**src/rtl/pfc_pkg.sv**
```systemverilog
package pfc_pkg;
   typedef enum logic [1:0] {
      ST_VALID     = 2'd0,
      ST_FAIL_WAIT = 2'd1,
      ST_PROTECTED = 2'd2,
      ST_RECOVERY  = 2'd3
   } pfc_state_e;

   localparam int RULE_CELL   = 0;
   localparam int RULE_THRESH = 1;

   localparam int FLAG_W   = 3;
   localparam int FLAG_PF  = 0;
   localparam int FLAG_BC  = 1;
   localparam int FLAG_CL  = 2;
endpackage

```
**src/rtl/pfc_sync.sv**
```systemverilog
module pfc_sync #(
   parameter int WIDTH = 3,
   parameter int STAGES = 2,
   parameter logic [WIDTH-1:0] RST_VAL = '0
) (
   input  logic             clk,
   input  logic             rst,
   input  logic [WIDTH-1:0] d,
   output logic [WIDTH-1:0] q
);
   logic [WIDTH-1:0] stg [STAGES];

   always_ff @(posedge clk) begin
      if (rst) begin
         for (int i = 0; i < STAGES; i++) stg[i] <= RST_VAL;
      end else begin
         stg[0] <= d;
         for (int i = 1; i < STAGES; i++) stg[i] <= stg[i-1];
      end
   end

   assign q = stg[STAGES-1];
endmodule

```
**src/rtl/pfc_holdoff.sv**
```systemverilog
module pfc_holdoff #(
   parameter int LIMIT = 8
) (
   input  logic clk,
   input  logic rst,
   input  logic trig,
   output logic active
);
   localparam int CW = $clog2(LIMIT + 1);
   logic [CW-1:0] cnt_q;

   always_ff @(posedge clk) begin
      if (rst)                 cnt_q <= CW'(LIMIT);
      else if (trig)           cnt_q <= CW'(LIMIT);
      else if (cnt_q != '0)    cnt_q <= cnt_q - CW'(1);
   end

   assign active = trig || (cnt_q != '0);
endmodule

```
**src/rtl/pfc_src_sel.sv**
```systemverilog
module pfc_src_sel #(
   parameter int RULE = 0
) (
   input  logic s_pf,
   input  logic s_bc,
   input  logic s_cl,
   input  logic isolated,
   output logic backup
);
   logic want;

   generate
      if (RULE == pfc_pkg::RULE_CELL) begin : g_cell
         assign want = s_bc;
      end else begin : g_thresh
         assign want = (s_pf && !s_cl) || (s_bc && s_cl);
      end
   endgenerate

   assign backup = want && !isolated;
endmodule

```
**src/rtl/pfc_fsm.sv**
```systemverilog
module pfc_fsm
   import pfc_pkg::*;
#(
   parameter int WPT_CYCLES = 4,
   parameter int CER_CYCLES = 16
) (
   input  logic       clk,
   input  logic       rst,
   input  logic       s_pf,
   input  logic       ce_n_i,
   output pfc_state_e state_o,
   output logic       ce_n_o
);
   localparam int MAXC  = (WPT_CYCLES > CER_CYCLES) ? WPT_CYCLES : CER_CYCLES;
   localparam int CNT_W = $clog2(MAXC + 1);

   pfc_state_e       state_q, state_d;
   logic [CNT_W-1:0] cnt_q, cnt_d;

   always_comb begin
      state_d = state_q;
      cnt_d   = cnt_q + CNT_W'(1);
      unique case (state_q)
         ST_VALID: begin
            cnt_d = '0;
            if (s_pf) state_d = ce_n_i ? ST_PROTECTED : ST_FAIL_WAIT;
         end
         ST_FAIL_WAIT: begin
            if (!s_pf) begin
               state_d = ST_RECOVERY;
               cnt_d   = '0;
            end else if (ce_n_i || cnt_q == CNT_W'(WPT_CYCLES - 1)) begin
               state_d = ST_PROTECTED;
               cnt_d   = '0;
            end
         end
         ST_PROTECTED: begin
            cnt_d = '0;
            if (!s_pf) state_d = ST_RECOVERY;
         end
         ST_RECOVERY: begin
            if (s_pf) begin
               state_d = ST_PROTECTED;
               cnt_d   = '0;
            end else if (cnt_q == CNT_W'(CER_CYCLES - 1)) begin
               state_d = ST_VALID;
               cnt_d   = '0;
            end
         end
         default: begin
            state_d = ST_PROTECTED;
            cnt_d   = '0;
         end
      endcase
   end

   always_ff @(posedge clk) begin
      if (rst) begin
         state_q <= ST_PROTECTED;
         cnt_q   <= '0;
      end else begin
         state_q <= state_d;
         cnt_q   <= cnt_d;
      end
   end

   assign state_o = state_q;
   assign ce_n_o  = (state_q == ST_VALID || state_q == ST_FAIL_WAIT) ? ce_n_i : 1'b1;
endmodule

```
**src/rtl/pfc_ce_ctrl.sv**
```systemverilog
module pfc_ce_ctrl
   import pfc_pkg::*;
#(
   parameter int SYNC_STAGES = 2,
   parameter int WPT_CYCLES  = 3000,
   parameter int CER_CYCLES  = 20000000,
   parameter int CSR_CYCLES  = 20000000,
   parameter int SRC_RULE    = RULE_THRESH
) (
   input  logic clk,
   input  logic rst,
   input  logic vcc_below_pf_i,
   input  logic vcc_below_cell_i,
   input  logic cell_below_pf_i,
   input  logic ce_n_i,
   output logic ce_n_o,
   output logic reg_wp_o,
   output logic src_backup_o,
   output logic cell_isolated_o
);
   generate
      if (SYNC_STAGES < 2) begin : g_bad_sync
         $error("SYNC_STAGES must be at least 2");
      end
      if (WPT_CYCLES < 1 || CER_CYCLES < 1 || CSR_CYCLES < 1) begin : g_bad_lim
         $error("timer limits must be at least 1");
      end
      if (SRC_RULE != RULE_CELL && SRC_RULE != RULE_THRESH) begin : g_bad_rule
         $error("SRC_RULE must select one of the two switching rules");
      end
   endgenerate

   localparam logic [FLAG_W-1:0] FLAG_RST = 3'b011;

   logic [FLAG_W-1:0] flags_a, flags_s;
   logic              s_pf, s_bc, s_cl;
   pfc_state_e        state;
   logic              iso_q;

   assign flags_a = {cell_below_pf_i, vcc_below_cell_i, vcc_below_pf_i};

   pfc_sync #(.WIDTH(FLAG_W), .STAGES(SYNC_STAGES), .RST_VAL(FLAG_RST)) u_sync (
      .clk (clk),
      .rst (rst),
      .d   (flags_a),
      .q   (flags_s)
   );

   assign s_pf = flags_s[FLAG_PF];
   assign s_bc = flags_s[FLAG_BC];
   assign s_cl = flags_s[FLAG_CL];

   pfc_fsm #(.WPT_CYCLES(WPT_CYCLES), .CER_CYCLES(CER_CYCLES)) u_fsm (
      .clk     (clk),
      .rst     (rst),
      .s_pf    (s_pf),
      .ce_n_i  (ce_n_i),
      .state_o (state),
      .ce_n_o  (ce_n_o)
   );

   pfc_holdoff #(.LIMIT(CSR_CYCLES)) u_wp (
      .clk    (clk),
      .rst    (rst),
      .trig   (s_pf),
      .active (reg_wp_o)
   );

   always_ff @(posedge clk) begin
      if (rst) iso_q <= 1'b1;
      else     iso_q <= iso_q && s_pf;
   end

   assign cell_isolated_o = iso_q;

   pfc_src_sel #(.RULE(SRC_RULE)) u_src (
      .s_pf     (s_pf),
      .s_bc     (s_bc),
      .s_cl     (s_cl),
      .isolated (iso_q),
      .backup   (src_backup_o)
   );
endmodule

```
**config.mk**
```make
export PLATFORM = sky130hd
export DESIGN_NAME = pfc_ce_ctrl
export DESIGN_NICKNAME = d
export VERILOG_FILES = /design/src/rtl/pfc_pkg.sv /design/src/rtl/pfc_sync.sv /design/src/rtl/pfc_holdoff.sv /design/src/rtl/pfc_src_sel.sv /design/src/rtl/pfc_fsm.sv /design/src/rtl/pfc_ce_ctrl.sv
export SDC_FILE = /design/constraint.sdc
export NUM_CORES = 1
export LEC_CHECK = 0
export BUFFER_PORTS_ARGS = -buffer_cell sky130_fd_sc_hd__buf_2
export CORE_AREA = 2 2 86 88
export DETAILED_ROUTE_END_ITERATION = 8
export DIE_AREA = 0 0 88 90
export HOLD_SLACK_MARGIN = 0.15
export PLACE_DENSITY = 0.55
export SYNTH_ARGS = -nofsm -noshare
export SYNTH_HDL_FRONTEND = slang
export SYNTH_SLANG_ARGS = --single-unit
```
**constraint.sdc**
```tcl
create_clock -name clk -period 5.5 [get_ports clk]
set_clock_uncertainty 0.15 [all_clocks]
set_input_delay 0.275 -clock clk [delete_from_list [all_inputs] [get_ports clk]]
set_output_delay 0.275 -clock clk [all_outputs]
set_load 0.05 [all_outputs]
```
==> tab_implementation.tex <==
\begin{tabular}{lr}
\hline
Metric & Value \\
\hline
\multicolumn{2}{l}{\textbf{Outcome}} \\
Outcome & finished clean \\
\multicolumn{2}{l}{\textbf{Power}} \\
Power density over the cells & between 200 and 300 mW/mm\^{}2 \\
VDD IR-drop max & roughly 0.15 mV \\
Static leakage & about 1.0 nW \\
\multicolumn{2}{l}{\textbf{STA}} \\
Share of the cycle needed by the critical path after routing & 0.534 \\
Count of endpoints failing setup in the final report & 0 \\
RSZ-0062 raised after global routing & no \\
Final Hold Vio Count & 0 \\
Tmin final & 2.94 ns \\
Slew @ Worst Pin & 0.982 ns \\
Relative slew slack & 0.345 \\
Final-report max-slew violation count & 0 \\
Maximum clock frequency & 341 MHz \\
Sum of negative setup slack & 0 ns \\
\multicolumn{2}{l}{\textbf{Clocking}} \\
Worst-case clock buffer depth & 2 \\
Buffer type at the clock tree root & sky130\_fd\_sc\_hd\_\_clkbuf\_8 \\
Number of buffers created by CTS & 9 \\
Maximum level of the CTS H-tree & 3 \\
Number of clock sinks & 59 \\
Count of hold-fix buffers inserted at cts & 7 \\
Clk Latency, worst-skew pair & about 0.33 ns \\
Setup fix buffers added after clock tree synthesis & 0 \\
Post-cts sizing count & 0 \\
CTS tree & done \\
CTS clk-pin slew, worst paths & 0.07 ns \\
\multicolumn{2}{l}{\textbf{Floorplan}} \\
Horizontal die dimension & between 80 and 90 um \\
Total Die Area & around 0.0079 mm\^{}2 \\
Ports & 10 \\
Area of the core region & about 0.007 mm\^{}2 \\
Initial core utilization & 0.390 \\
Die span in y & 90 um \\
Number of placement rows & 31 \\
\multicolumn{2}{l}{\textbf{Critical path}} \\
Worst Path Arrival & between 2 and 3 ns \\
Startpoint type of the worst setup path & flip-flop \\
Worst setup path class & reg2out \\
Data required time of the critical path & 5.08 ns \\
Master of the slowest instance on the critical path & sky130\_fd\_sc\_hd\_\_or4\_1 \\
Critical Path Max Stage Delay & roughly 0.65 ns \\
Cell-by-cell trace of the critical path & nor4\_4 > nand4\_1 > or4\_1 > buf\_2 \\
Type of destination of the critical path & output port \\
Top fanout value on the critical path & 14 \\
\multicolumn{2}{l}{\textbf{Cells and area}} \\
Filler-free cell count of the finished design & 426 \\
Final non-filler cell area & around 0.0031 mm\^{}2 \\
Growth of design area from synthesis to finish & 14.0\% \\
Utilization after layout & 0.444 \\
Final net count & about 330 \\
Share of layout cells above drive strength 1 & 0.131 \\
Number of diodes added for antenna fixing & 0 \\
Most common library cell in the layout ignoring fill and taps & sky130\_fd\_sc\_hd\_\_dfxtp\_1 \\
Leading cell types in the layout, fill and taps excluded & 59 x sky130\_fd\_sc\_hd\_\_dfxtp\_1, 45 x sky130\_fd\_sc\_hd\_\_nor2\_1, 24 x sky130\_fd\_sc\_hd\_\_xor2\_1 \\
\multicolumn{2}{l}{\textbf{Detailed routing}} \\
Highest routed layer & met4 \\
Routed length on met3 & roughly 110 um \\
Average routed wire per standard cell & about 12 um \\
Initial detailed-routing violation count & 98 \\
Final wirelength & slightly above 5 mm \\
Vias per inst & 4.92 \\
Final ANT Viol Nets & 0 \\
Total met2 wirelength after detailed routing & between 2 and 2.5 mm \\
DRT met1 WL & roughly 2.6 mm \\
DRC Markers & 0 \\
Detailed-router iteration count before antenna repair & 4 \\
Total via count in the routed design & approximately 2100 \\
\multicolumn{2}{l}{\textbf{Global routing}} \\
Maximum number of pins on one net before global-route repair & 26 \\
Number of global-route vias before repair & 2005 \\
Initial antenna violation count & 0 \\
Overall overflow remaining after global route & 0 \\
Wire length of the first global-routing pass & 9.05 mm \\
Overall track demand over capacity in global routing & 0.143 \\
\multicolumn{2}{l}{\textbf{Placement}} \\
Hpwl dp & about 3.5 mm \\
Port Buffers & 9 \\
Cell area after placement & 0.00286 mm\^{}2 \\
Placer Congestion & 0.750 \\
Placed Cells & around 400 \\
\multicolumn{2}{l}{\textbf{Synthesis}} \\
Count of cell types in the netlist & 52 \\
Gate Count Post-Synth & $\sim$300 \\
Largest cells by area after synthesis & sky130\_fd\_sc\_hd\_\_dfxtp\_1 43\%, sky130\_fd\_sc\_hd\_\_xor2\_1 7.7\%, sky130\_fd\_sc\_hd\_\_nor2\_1 6.2\% \\
Largest area contributor in the synthesized netlist & sky130\_fd\_sc\_hd\_\_dfxtp\_1 \\
Number of enable-type register cells in the synthesized netlist & 0 \\
Syn\_nets & $\sim$310 \\
Average cell area after synthesis & between 8 and 9 um\^{}2 \\
Sequential area share after synthesis & 0.432 \\
Ys async rst share & 0 \\
Netlist Area Pre-Place & between 0.002 and 0.003 mm\^{}2 \\
Warning count from the yosys run & 0 \\
Flip-flop and latch count after synthesis & 59 \\
Most instantiated flip-flop cell in the synthesis netlist & sky130\_fd\_sc\_hd\_\_dfxtp\_1 \\
Yosys top cell area share & 0.432 \\
\multicolumn{2}{l}{\textbf{Flow run}} \\
Max capacitance violation total & 0 \\
\multicolumn{2}{l}{\textbf{Hold path}} \\
Min-delay worst type & in2reg \\
\hline
\end{tabular}
-- cell type report --
class / count / area, um^2
tap: 99 / 124
multi-input combinational: 231 / 1490
timing repair buffer: 16 / 115
sequential: 59 / 1180
fill: 700 / 3900
clock buffer: 14 / 153
inverter: 5 / 18.8
clock inverter: 2 / 35.0
-- metal layers --
layer,global-route usage,up-vias
met5,0,-
met4,0.0603,0
met3,0.0358,8
met2,0.227,15
met1,0.181,953
li1,-,1119
-- sequential cells by signal, summed over array words and instances, names as in the netlist --
name / count
u_fsm.cnt_q: 25
u_wp.cnt_q: 25
u_sync.stg: 6
u_fsm.state_o: 2
cell_isolated_o: 1
-- Yosys cell counts (all sizes together) (2+ instances only) --
cell and n:
dfxtp 59, nor2b 4, o41ai 3, or2 6
or4 7, nor2 46, ha 3, or3 7
nand4 9, o211ai 2, xnor2 10, and2 3
nand3 17, and3 3, buf 3, nand2 19
inv 5, o21ai 9, o31ai 3, nand2b 4
a21oi 12, o31a 2, nor4 10, or3b 2
nor3 8, nand4b 2, xor2 24, a21o 2
clkbuf 6
-- critical path: cells and delay by family (launching register included) --
| kind | cells | cell delay, ns |
|---|---|---|
| buffers and inverters | 1 | 0.22 |
| flip-flops | 1 | 0.38 |
| AND/OR/NAND/NOR | 3 | 1.58 |
-- worst paths after layout --
kind | slack [ns] | end | start | cells after the start
worst min-delay path | 0.19 | u_fsm.state_o[1] | ce_n_i | 4
worst max-delay path | 2.56 | reg_wp_o | u_wp.cnt_q[12] | 4
worst max register to register | 2.90 | u_wp.cnt_q[21] | u_wp.cnt_q[0] | 7
worst min register to register | 0.26 | u_sync.stg[0][4] | u_sync.stg[0][1] | 1
-- stage by stage --
step	hold slack, ns	setup WS [ns]	total power (W)
floorplan	0.229	3.31	0.000470
global placement	0.244	2.88	0.000477
detailed placement	0.247	2.86	0.000477
CTS	0.168	2.51	0.000867
global route	0.228	2.34	0.000883
finish	0.186	2.56	0.000853
-- cell families (layout without fill, tap and decap cells) --
kind of cell | Yosys count | count (layout) | synth area share
muxes | 1 | 1 | 0.00366
xor gates and xnor gates | 34 | 34 | 0.109
AOI/OAI and AO/OA | 40 | 40 | 0.0956
buffers and inverters | 14 | 37 | 0.0224
DFF | 59 | 59 | 0.432
and+or+nand+nor | 153 | 153 | 0.324
adders and majority gates | 3 | 3 | 0.0137
-- power by group --
part	internal, W	switching, W	leakage [nW]
sequential	0.000432	0.00000427	0.478
combinational	0.0000162	0.0000189	0.425
clock	0.000222	0.000160	0.0947
total	0.000670	0.000183	0.997
No activity file was read; power rests on OpenSTA's default activity.
